<file path="src/rtl/isa_bridge_pkg.sv">
// Shared types for the I/O window bridge.
package isa_bridge_pkg;
    // Access size code carried on the upstream and downstream ports.
    typedef enum logic [1:0] {
        SZ_BYTE = 2'd0,
        SZ_HALF = 2'd1,
        SZ_WORD = 2'd2,
        SZ_RSVD = 2'd3
    } size_e;

    // Transaction sequencer states.
    typedef enum logic [1:0] {
        ST_IDLE = 2'd0,
        ST_REQ  = 2'd1,
        ST_WAIT = 2'd2,
        ST_RESP = 2'd3
    } xfer_state_e;
endpackage

</file>
<file path="src/rtl/io_window_map.sv">
// Window decoder and port-number former.
// Flags whether an address falls in the power-of-two window at WIN_BASE.
// Forms the port number either flat (low FLAT_W offset bits) or scattered:
// the page index lands above the in-group bits.
// Assumes WIN_BASE is aligned to 2**WIN_LOG2 and that the scattered
// port fits in PORT_W bits.
module io_window_map #(
    parameter int                ADDR_W     = 32,
    parameter logic [ADDR_W-1:0] WIN_BASE   = 32'h8000_0000,
    parameter int                WIN_LOG2   = 23,
    parameter int                PAGE_LOG2  = 12,
    parameter int                GROUP_LOG2 = 5,
    parameter int                FLAT_W     = 16,
    parameter int                PORT_W     = 20
) (
    input  logic [ADDR_W-1:0] addr,
    input  logic              map_sel,
    output logic              hit,
    output logic [PORT_W-1:0] port
);
    localparam int PAGE_W = WIN_LOG2 - PAGE_LOG2;
    localparam int SCAT_W = PAGE_W + GROUP_LOG2;

    logic [WIN_LOG2-1:0] offset;
    logic [PORT_W-1:0]   flat_port;
    logic [PORT_W-1:0]   scat_port;
    logic [SCAT_W-1:0]   scat_raw;

    // Window hit on the upper address bits; the offset is what remains.
    always_comb begin
        hit    = (addr[ADDR_W-1:WIN_LOG2] == WIN_BASE[ADDR_W-1:WIN_LOG2]);
        offset = addr[WIN_LOG2-1:0];
    end

    // Both candidate port numbers; the map select picks one.
    always_comb begin
        flat_port = PORT_W'(offset[FLAT_W-1:0]);
        scat_raw  = {offset[WIN_LOG2-1:PAGE_LOG2], offset[GROUP_LOG2-1:0]};
        scat_port = PORT_W'(scat_raw);
        port      = map_sel ? scat_port : flat_port;
    end
endmodule

</file>
<file path="src/rtl/lane_swap.sv">
// Byte-lane swapper and masker.
// For the given access size it keeps only the lanes that belong to the
// access. When swap_en is set it reverses their order. Lanes above the
// access width are zeroed. Assumes DATA_W is a multiple of 8 and at least 32.
module lane_swap
    import isa_bridge_pkg::*;
#(
    parameter int DATA_W = 32
) (
    input  size_e             size,
    input  logic              swap_en,
    input  logic [DATA_W-1:0] din,
    output logic [DATA_W-1:0] dout
);
    localparam int LANES = DATA_W / 8;

    for (genvar i = 0; i < LANES; i++) begin : g_lane
        localparam bit IN_HALF = (i < 2);
        localparam bit IN_WORD = (i < 4);
        localparam int HSRC    = IN_HALF ? (1 - i) : i;
        localparam int WSRC    = IN_WORD ? (3 - i) : i;
        logic [7:0] lane;

        // Pick the source byte of this lane for the current size.
        always_comb begin
            lane = 8'h00;
            case (size)
                SZ_BYTE: if (i == 0) lane = din[7:0];
                SZ_HALF: if (IN_HALF) lane = swap_en ? din[8*HSRC +: 8] : din[8*i +: 8];
                SZ_WORD: if (IN_WORD) lane = swap_en ? din[8*WSRC +: 8] : din[8*i +: 8];
                default: lane = 8'h00;
            endcase
        end

        assign dout[8*i +: 8] = lane;
    end
endmodule

</file>
<file path="src/rtl/xfer_ctrl.sv">
// Single-transaction sequencer.
// Accepts one upstream request while idle and latches its already-mapped
// port and already-swapped write data. A legal request goes downstream and
// waits for the response. A rejected one is answered directly with an error.
// Assumes the downstream answers each accepted request with one response.
module xfer_ctrl
    import isa_bridge_pkg::*;
#(
    parameter int DATA_W = 32,
    parameter int PORT_W = 20
) (
    input  logic              clk,
    input  logic              rst_n,
    input  logic              up_valid,
    output logic              up_ready,
    input  logic              acc_ok,
    input  logic [PORT_W-1:0] acc_port,
    input  size_e             acc_size,
    input  logic              acc_write,
    input  logic [DATA_W-1:0] acc_wdata,
    input  logic              acc_be,
    output logic              dn_valid,
    input  logic              dn_ready,
    output logic [PORT_W-1:0] dn_addr,
    output size_e             dn_size,
    output logic              dn_write,
    output logic [DATA_W-1:0] dn_wdata,
    input  logic              dn_rsp_valid,
    input  logic [DATA_W-1:0] rd_swapped,
    output logic              cur_be,
    output logic              up_rsp_valid,
    output logic [DATA_W-1:0] up_rdata,
    output logic              up_err
);
    xfer_state_e       state;
    logic              err_q;
    logic [DATA_W-1:0] rdata_q;

    // State sequencing and capture of the request and the response.
    always_ff @(posedge clk) begin
        if (!rst_n) begin
            state    <= ST_IDLE;
            err_q    <= 1'b0;
            rdata_q  <= '0;
            dn_addr  <= '0;
            dn_size  <= SZ_BYTE;
            dn_write <= 1'b0;
            dn_wdata <= '0;
            cur_be   <= 1'b0;
        end else begin
            case (state)
                ST_IDLE: begin
                    if (up_valid) begin
                        dn_addr  <= acc_port;
                        dn_size  <= acc_size;
                        dn_write <= acc_write;
                        dn_wdata <= acc_wdata;
                        cur_be   <= acc_be;
                        if (acc_ok) begin
                            err_q <= 1'b0;
                            state <= ST_REQ;
                        end else begin
                            err_q   <= 1'b1;
                            rdata_q <= '1;
                            state   <= ST_RESP;
                        end
                    end
                end
                ST_REQ:  if (dn_ready) state <= ST_WAIT;
                ST_WAIT: begin
                    if (dn_rsp_valid) begin
                        rdata_q <= rd_swapped;
                        state   <= ST_RESP;
                    end
                end
                default: state <= ST_IDLE;
            endcase
        end
    end

    // Handshake outputs decoded from the state.
    always_comb begin
        up_ready     = (state == ST_IDLE);
        dn_valid     = (state == ST_REQ);
        up_rsp_valid = (state == ST_RESP);
        up_err       = (state == ST_RESP) && err_q;
        up_rdata     = rdata_q;
    end
endmodule

</file>
<file path="src/rtl/isa_io_bridge.sv">
// Processor-to-I/O-port window bridge, top level.
// Maps upstream addresses in the I/O window onto port numbers and swaps
// data for a big-endian processor. Carries one access at a time to the
// downstream port bus. Assumes upstream data are right-justified.
module isa_io_bridge
    import isa_bridge_pkg::*;
#(
    parameter int                ADDR_W     = 32,
    parameter int                DATA_W     = 32,
    parameter logic [ADDR_W-1:0] WIN_BASE   = 32'h8000_0000,
    parameter int                WIN_LOG2   = 23,
    parameter int                PAGE_LOG2  = 12,
    parameter int                GROUP_LOG2 = 5,
    parameter int                FLAT_W     = 16,
    parameter int                PORT_W     = 20
) (
    input  logic              clk,
    input  logic              rst_n,
    input  logic              map_sel,
    input  logic              big_endian,
    input  logic              up_valid,
    output logic              up_ready,
    input  logic [ADDR_W-1:0] up_addr,
    input  logic [1:0]        up_size,
    input  logic              up_write,
    input  logic [DATA_W-1:0] up_wdata,
    output logic              up_rsp_valid,
    output logic [DATA_W-1:0] up_rdata,
    output logic              up_err,
    output logic              dn_valid,
    input  logic              dn_ready,
    output logic [PORT_W-1:0] dn_addr,
    output logic [1:0]        dn_size,
    output logic              dn_write,
    output logic [DATA_W-1:0] dn_wdata,
    input  logic              dn_rsp_valid,
    input  logic [DATA_W-1:0] dn_rdata
);
    logic              win_hit;
    logic              acc_ok;
    logic [PORT_W-1:0] acc_port;
    logic [DATA_W-1:0] acc_wdata;
    logic [DATA_W-1:0] rd_swapped;
    logic              cur_be;
    size_e             req_size;
    size_e             dn_size_e;

    // Legal requests hit the window and use a defined size code.
    always_comb begin
        req_size = size_e'(up_size);
        acc_ok   = win_hit && (req_size != SZ_RSVD);
        dn_size  = dn_size_e;
    end

    io_window_map #(
        .ADDR_W(ADDR_W), .WIN_BASE(WIN_BASE), .WIN_LOG2(WIN_LOG2),
        .PAGE_LOG2(PAGE_LOG2), .GROUP_LOG2(GROUP_LOG2),
        .FLAT_W(FLAT_W), .PORT_W(PORT_W)
    ) u_map (
        .addr(up_addr), .map_sel(map_sel), .hit(win_hit), .port(acc_port)
    );

    lane_swap #(.DATA_W(DATA_W)) u_wr_swap (
        .size(req_size), .swap_en(big_endian), .din(up_wdata), .dout(acc_wdata)
    );

    lane_swap #(.DATA_W(DATA_W)) u_rd_swap (
        .size(dn_size_e), .swap_en(cur_be), .din(dn_rdata), .dout(rd_swapped)
    );

    xfer_ctrl #(.DATA_W(DATA_W), .PORT_W(PORT_W)) u_ctrl (
        .clk(clk), .rst_n(rst_n),
        .up_valid(up_valid), .up_ready(up_ready),
        .acc_ok(acc_ok), .acc_port(acc_port), .acc_size(req_size),
        .acc_write(up_write), .acc_wdata(acc_wdata), .acc_be(big_endian),
        .dn_valid(dn_valid), .dn_ready(dn_ready), .dn_addr(dn_addr),
        .dn_size(dn_size_e), .dn_write(dn_write), .dn_wdata(dn_wdata),
        .dn_rsp_valid(dn_rsp_valid), .rd_swapped(rd_swapped), .cur_be(cur_be),
        .up_rsp_valid(up_rsp_valid), .up_rdata(up_rdata), .up_err(up_err)
    );
endmodule

</file>
<file path="config.mk">
export PLATFORM = sky130hd
export DESIGN_NAME = isa_io_bridge
export DESIGN_NICKNAME = d
export VERILOG_FILES = /design/src/rtl/isa_bridge_pkg.sv /design/src/rtl/io_window_map.sv /design/src/rtl/lane_swap.sv /design/src/rtl/xfer_ctrl.sv /design/src/rtl/isa_io_bridge.sv
export SDC_FILE = /design/constraint.sdc
export NUM_CORES = 1
export LEC_CHECK = 0
export CORE_MARGIN = 2
export CORE_UTILIZATION = 48
export CTS_CLUSTER_SIZE = 25
export DETAILED_ROUTE_END_ITERATION = 10
export GPL_ROUTABILITY_DRIVEN = 0
export GPL_TIMING_DRIVEN = 0
export PLACE_DENSITY = 0.94
export SYNTH_ARGS = -nofsm -noshare
export SYNTH_HDL_FRONTEND = slang
export SYNTH_SLANG_ARGS = --single-unit
</file>
<file path="constraint.sdc">
create_clock -name clk -period 3.1 [get_ports clk]
set_input_delay 0.62 -clock clk [delete_from_list [all_inputs] [get_ports clk]]
set_output_delay 0.62 -clock clk [all_outputs]
set_load 0.05 [all_outputs]
</file>
==> results_dict.tcl <==
set metrics [dict create \
    dr_wl_met2_um 8400 \
    place_ws_ns 0.363 \
    post_cts_buffers 0 \
    vias 5311 \
    maxCapViolCount 0 \
    clock_path_buffers 2 \
    clk-insertion-delay-late_ns 0.37 \
    cts.sink_count 87 \
    io_pins 197 \
    finalSetupTns_ns 0 \
    numCtsBuffers 9 \
    area_growth_pct 46.0 \
    rsz0062_at_grt "false" \
    ys_warn_count 0 \
    yosysUniqueCellTypes 39 \
    ys.flop_type "dfxtp_1" \
    die-area_um2 11300 \
    ir_drop_mv 0.518 \
    wirelength_um 17300 \
    drt-met1-wl_um 6490 \
    ys_seq_elements 87 \
    vias_per_cell 5.95 \
    holdWs_ns 0.460 \
    start_kind "flip-flop" \
    slew_headroom_pct 59.5 \
    min_path_type "reg -> reg" \
    crit_arrival_ns 1.98 \
    netlist_area_um2 5020 \
    syn_inst 547 \
    ys_seq_area_share_pct 34.7 \
    layout_common_cells "clkdlybuf4s50_1 (191), dfxtp_1 (87), nand2_1 (73)" \
    finalNonFillerCells 893 \
    post_dp_cell_area_um2 7120 \
    dp_cells 877 \
    drt_iter0_drc 364 \
    cts_tree "built" \
    syn-mean-instance-area_um2 9.19 \
    ant_nets 0 \
    worst_pin_slew_ns 0.608 \
    finalCritPeriodShare_pct 84.0 \
    cts_resized 0 \
    post_drt_wl_per_cell_um 19.4 \
    fmax_mhz 384 \
    chipWidth_um 106 \
    endpoint_kind "primary output" \
    drtPass1Iterations 7 \
    grt_max_degree 16 \
    gr-total-overflow 0 \
    critPathKind "reg -> out" \
    htree_levels 3 \
    row_count 37 \
    dr.max_layer_used "met4" \
    floorplan.initialDensity_pct 49.1 \
    p_leak_nw 2.78 \
    dp_hpwl_um 13100 \
    drcViolationCount 0 \
    fillers 750 \
    synth_top_area_share_pct 34.7 \
    setup_viol 0 \
    core_um2 10200 \
    holdBufCountCts 0 \
    setup_ws_ns 0.495 \
    critPathRequiredTime_ns 2.48 \
    status "complete, no violations" \
    layout.cells.most_common "clkdlybuf4s50_1" \
    grt_pass1_wl_um 26900 \
    port_buffers 191 \
    clk_pin_slew_ns 0.09 \
    slew_viol_final 0 \
    final_cell_area_um2 7340 \
    finalHoldViolations 0 \
    clock-root-buffer "clkbuf_8" \
    antenna_found_initial 0 \
    first_global_vias 5362 \
    finalCriticalPeriod_ns 2.60 \
    grtUsageTotal_pct 30.2 \
    n_antenna_cell 0 \
    drive_above_1_share_pct 14.9 \
    synth_area_leader_cell "dfxtp_1" \
    critPathMaxFanout 5 \
    multi_input_area_um2 2990 \
    synth_area_leaders "dfxtp_1 (35%), mux2_2 (10%), mux2i_1 (8.8%), nand2_1 (5.5%), a22oi_2 (5.0%)" \
    ff_latch_area_um2 1740 \
    p_per_area_nw_per_um2 779 \
    met3_length_um 1820 \
    skew_ns 0.00970 \
    nets 870 \
    synthArstFlopShare_pct 0 \
    die_h_um 106 \
    synth_edf_count 0 \
]
-- layer usage --
metal | track usage (%) | vias up
met2 | 51.7 | 353
met3 | 7.42 | 62
li1 | - | 2416
met1 | 35.0 | 2480
met4 | 15.2 | 0
met5 | 0 | -
-- critical path, cell delays in order, from the launching register on --
cell and delay (ns):
dfxtp_1 0.40, ha_1 0.25, and2_1 0.18, clkdlybuf4s50_1 0.81
-- Yosys cell counts, types with 2 or more instances --
cell type and n:
mux2_2 46, mux2i_1 44, a211oi_1 15, a22oi_1 24, buf_6 3, a22oi_2 20, buf_2 12, nor4_4 2
and2_1 2, a21oi_1 14, inv_1 7, clkbuf_1 33, a222oi_1 15, buf_4 7, dfxtp_1 87, nor2_1 48
nand2b_1 2, a2bb2oi_1 24, nor2b_1 3, nand2_1 73, nand3_1 10, o21ai_0 19, ha_1 12, o41ai_1 8
nor3_1 3
-- state kept, by name, indices dropped and copies added (netlist names) --
signal           count
u_ctrl.dn_size       2
u_ctrl.err_q         1
u_ctrl.state         2
u_ctrl.dn_write      1
u_ctrl.dn_wdata     32
u_ctrl.up_rdata     32
u_ctrl.dn_addr      16
u_ctrl.cur_be        1
-- worst paths after layout --
check / start / end / slack [ns] / cells after the start
setup / recovery: u_ctrl.state[1] / up_err / 0.50 / 3
hold / removal: u_ctrl.dn_addr[1] / u_ctrl.dn_addr[1] / 0.46 / 2
setup reg to reg: u_ctrl.dn_size[0] / u_ctrl.up_rdata[8] / 0.99 / 7
hold reg to reg: u_ctrl.dn_addr[1] / u_ctrl.dn_addr[1] / 0.46 / 2
-- stage by stage --
step | util, % | total power, mW
6_report | 71.7 | 5.72
3_5_place_dp | 69.6 | 4.82
3_3_place_gp | 69.6 | 4.72
2_1_floorplan | - | 3.77
5_1_grt | 71.7 | 5.96
4_1_cts | 71.7 | 5.71
-- cells by family after synthesis --
| group | Yosys count | share of synthesized area (%) |
|---|---|---|
| simple gates | 151 | 14.0 |
| compound gates | 142 | 23.2 |
| mux | 90 | 19.1 |
| flops | 87 | 34.7 |
| buf+inv | 64 | 6.08 |
| fa+ha+maj | 12 | 2.99 |
| other cells | 1 | 0.0746 |
-- power by group --
part | total [mW] | internal, mW | switching (mW)
Clock | 0.892 | 0.457 | 0.435
Combinational | 3.22 | 1.17 | 2.05
Sequential | 1.60 | 1.42 | 0.182
-- layout make-up --
class	instances	share of cell area, %
multi-input combinational	399	40.7
timing repair buffer	191	26.1
sequential	87	23.7
buffer	57	3.80
tap	136	2.32
clock buffer	9	1.69
clock inverter	7	1.30
inverter	7	0.358
No activity file was read; power rests on OpenSTA's default activity.
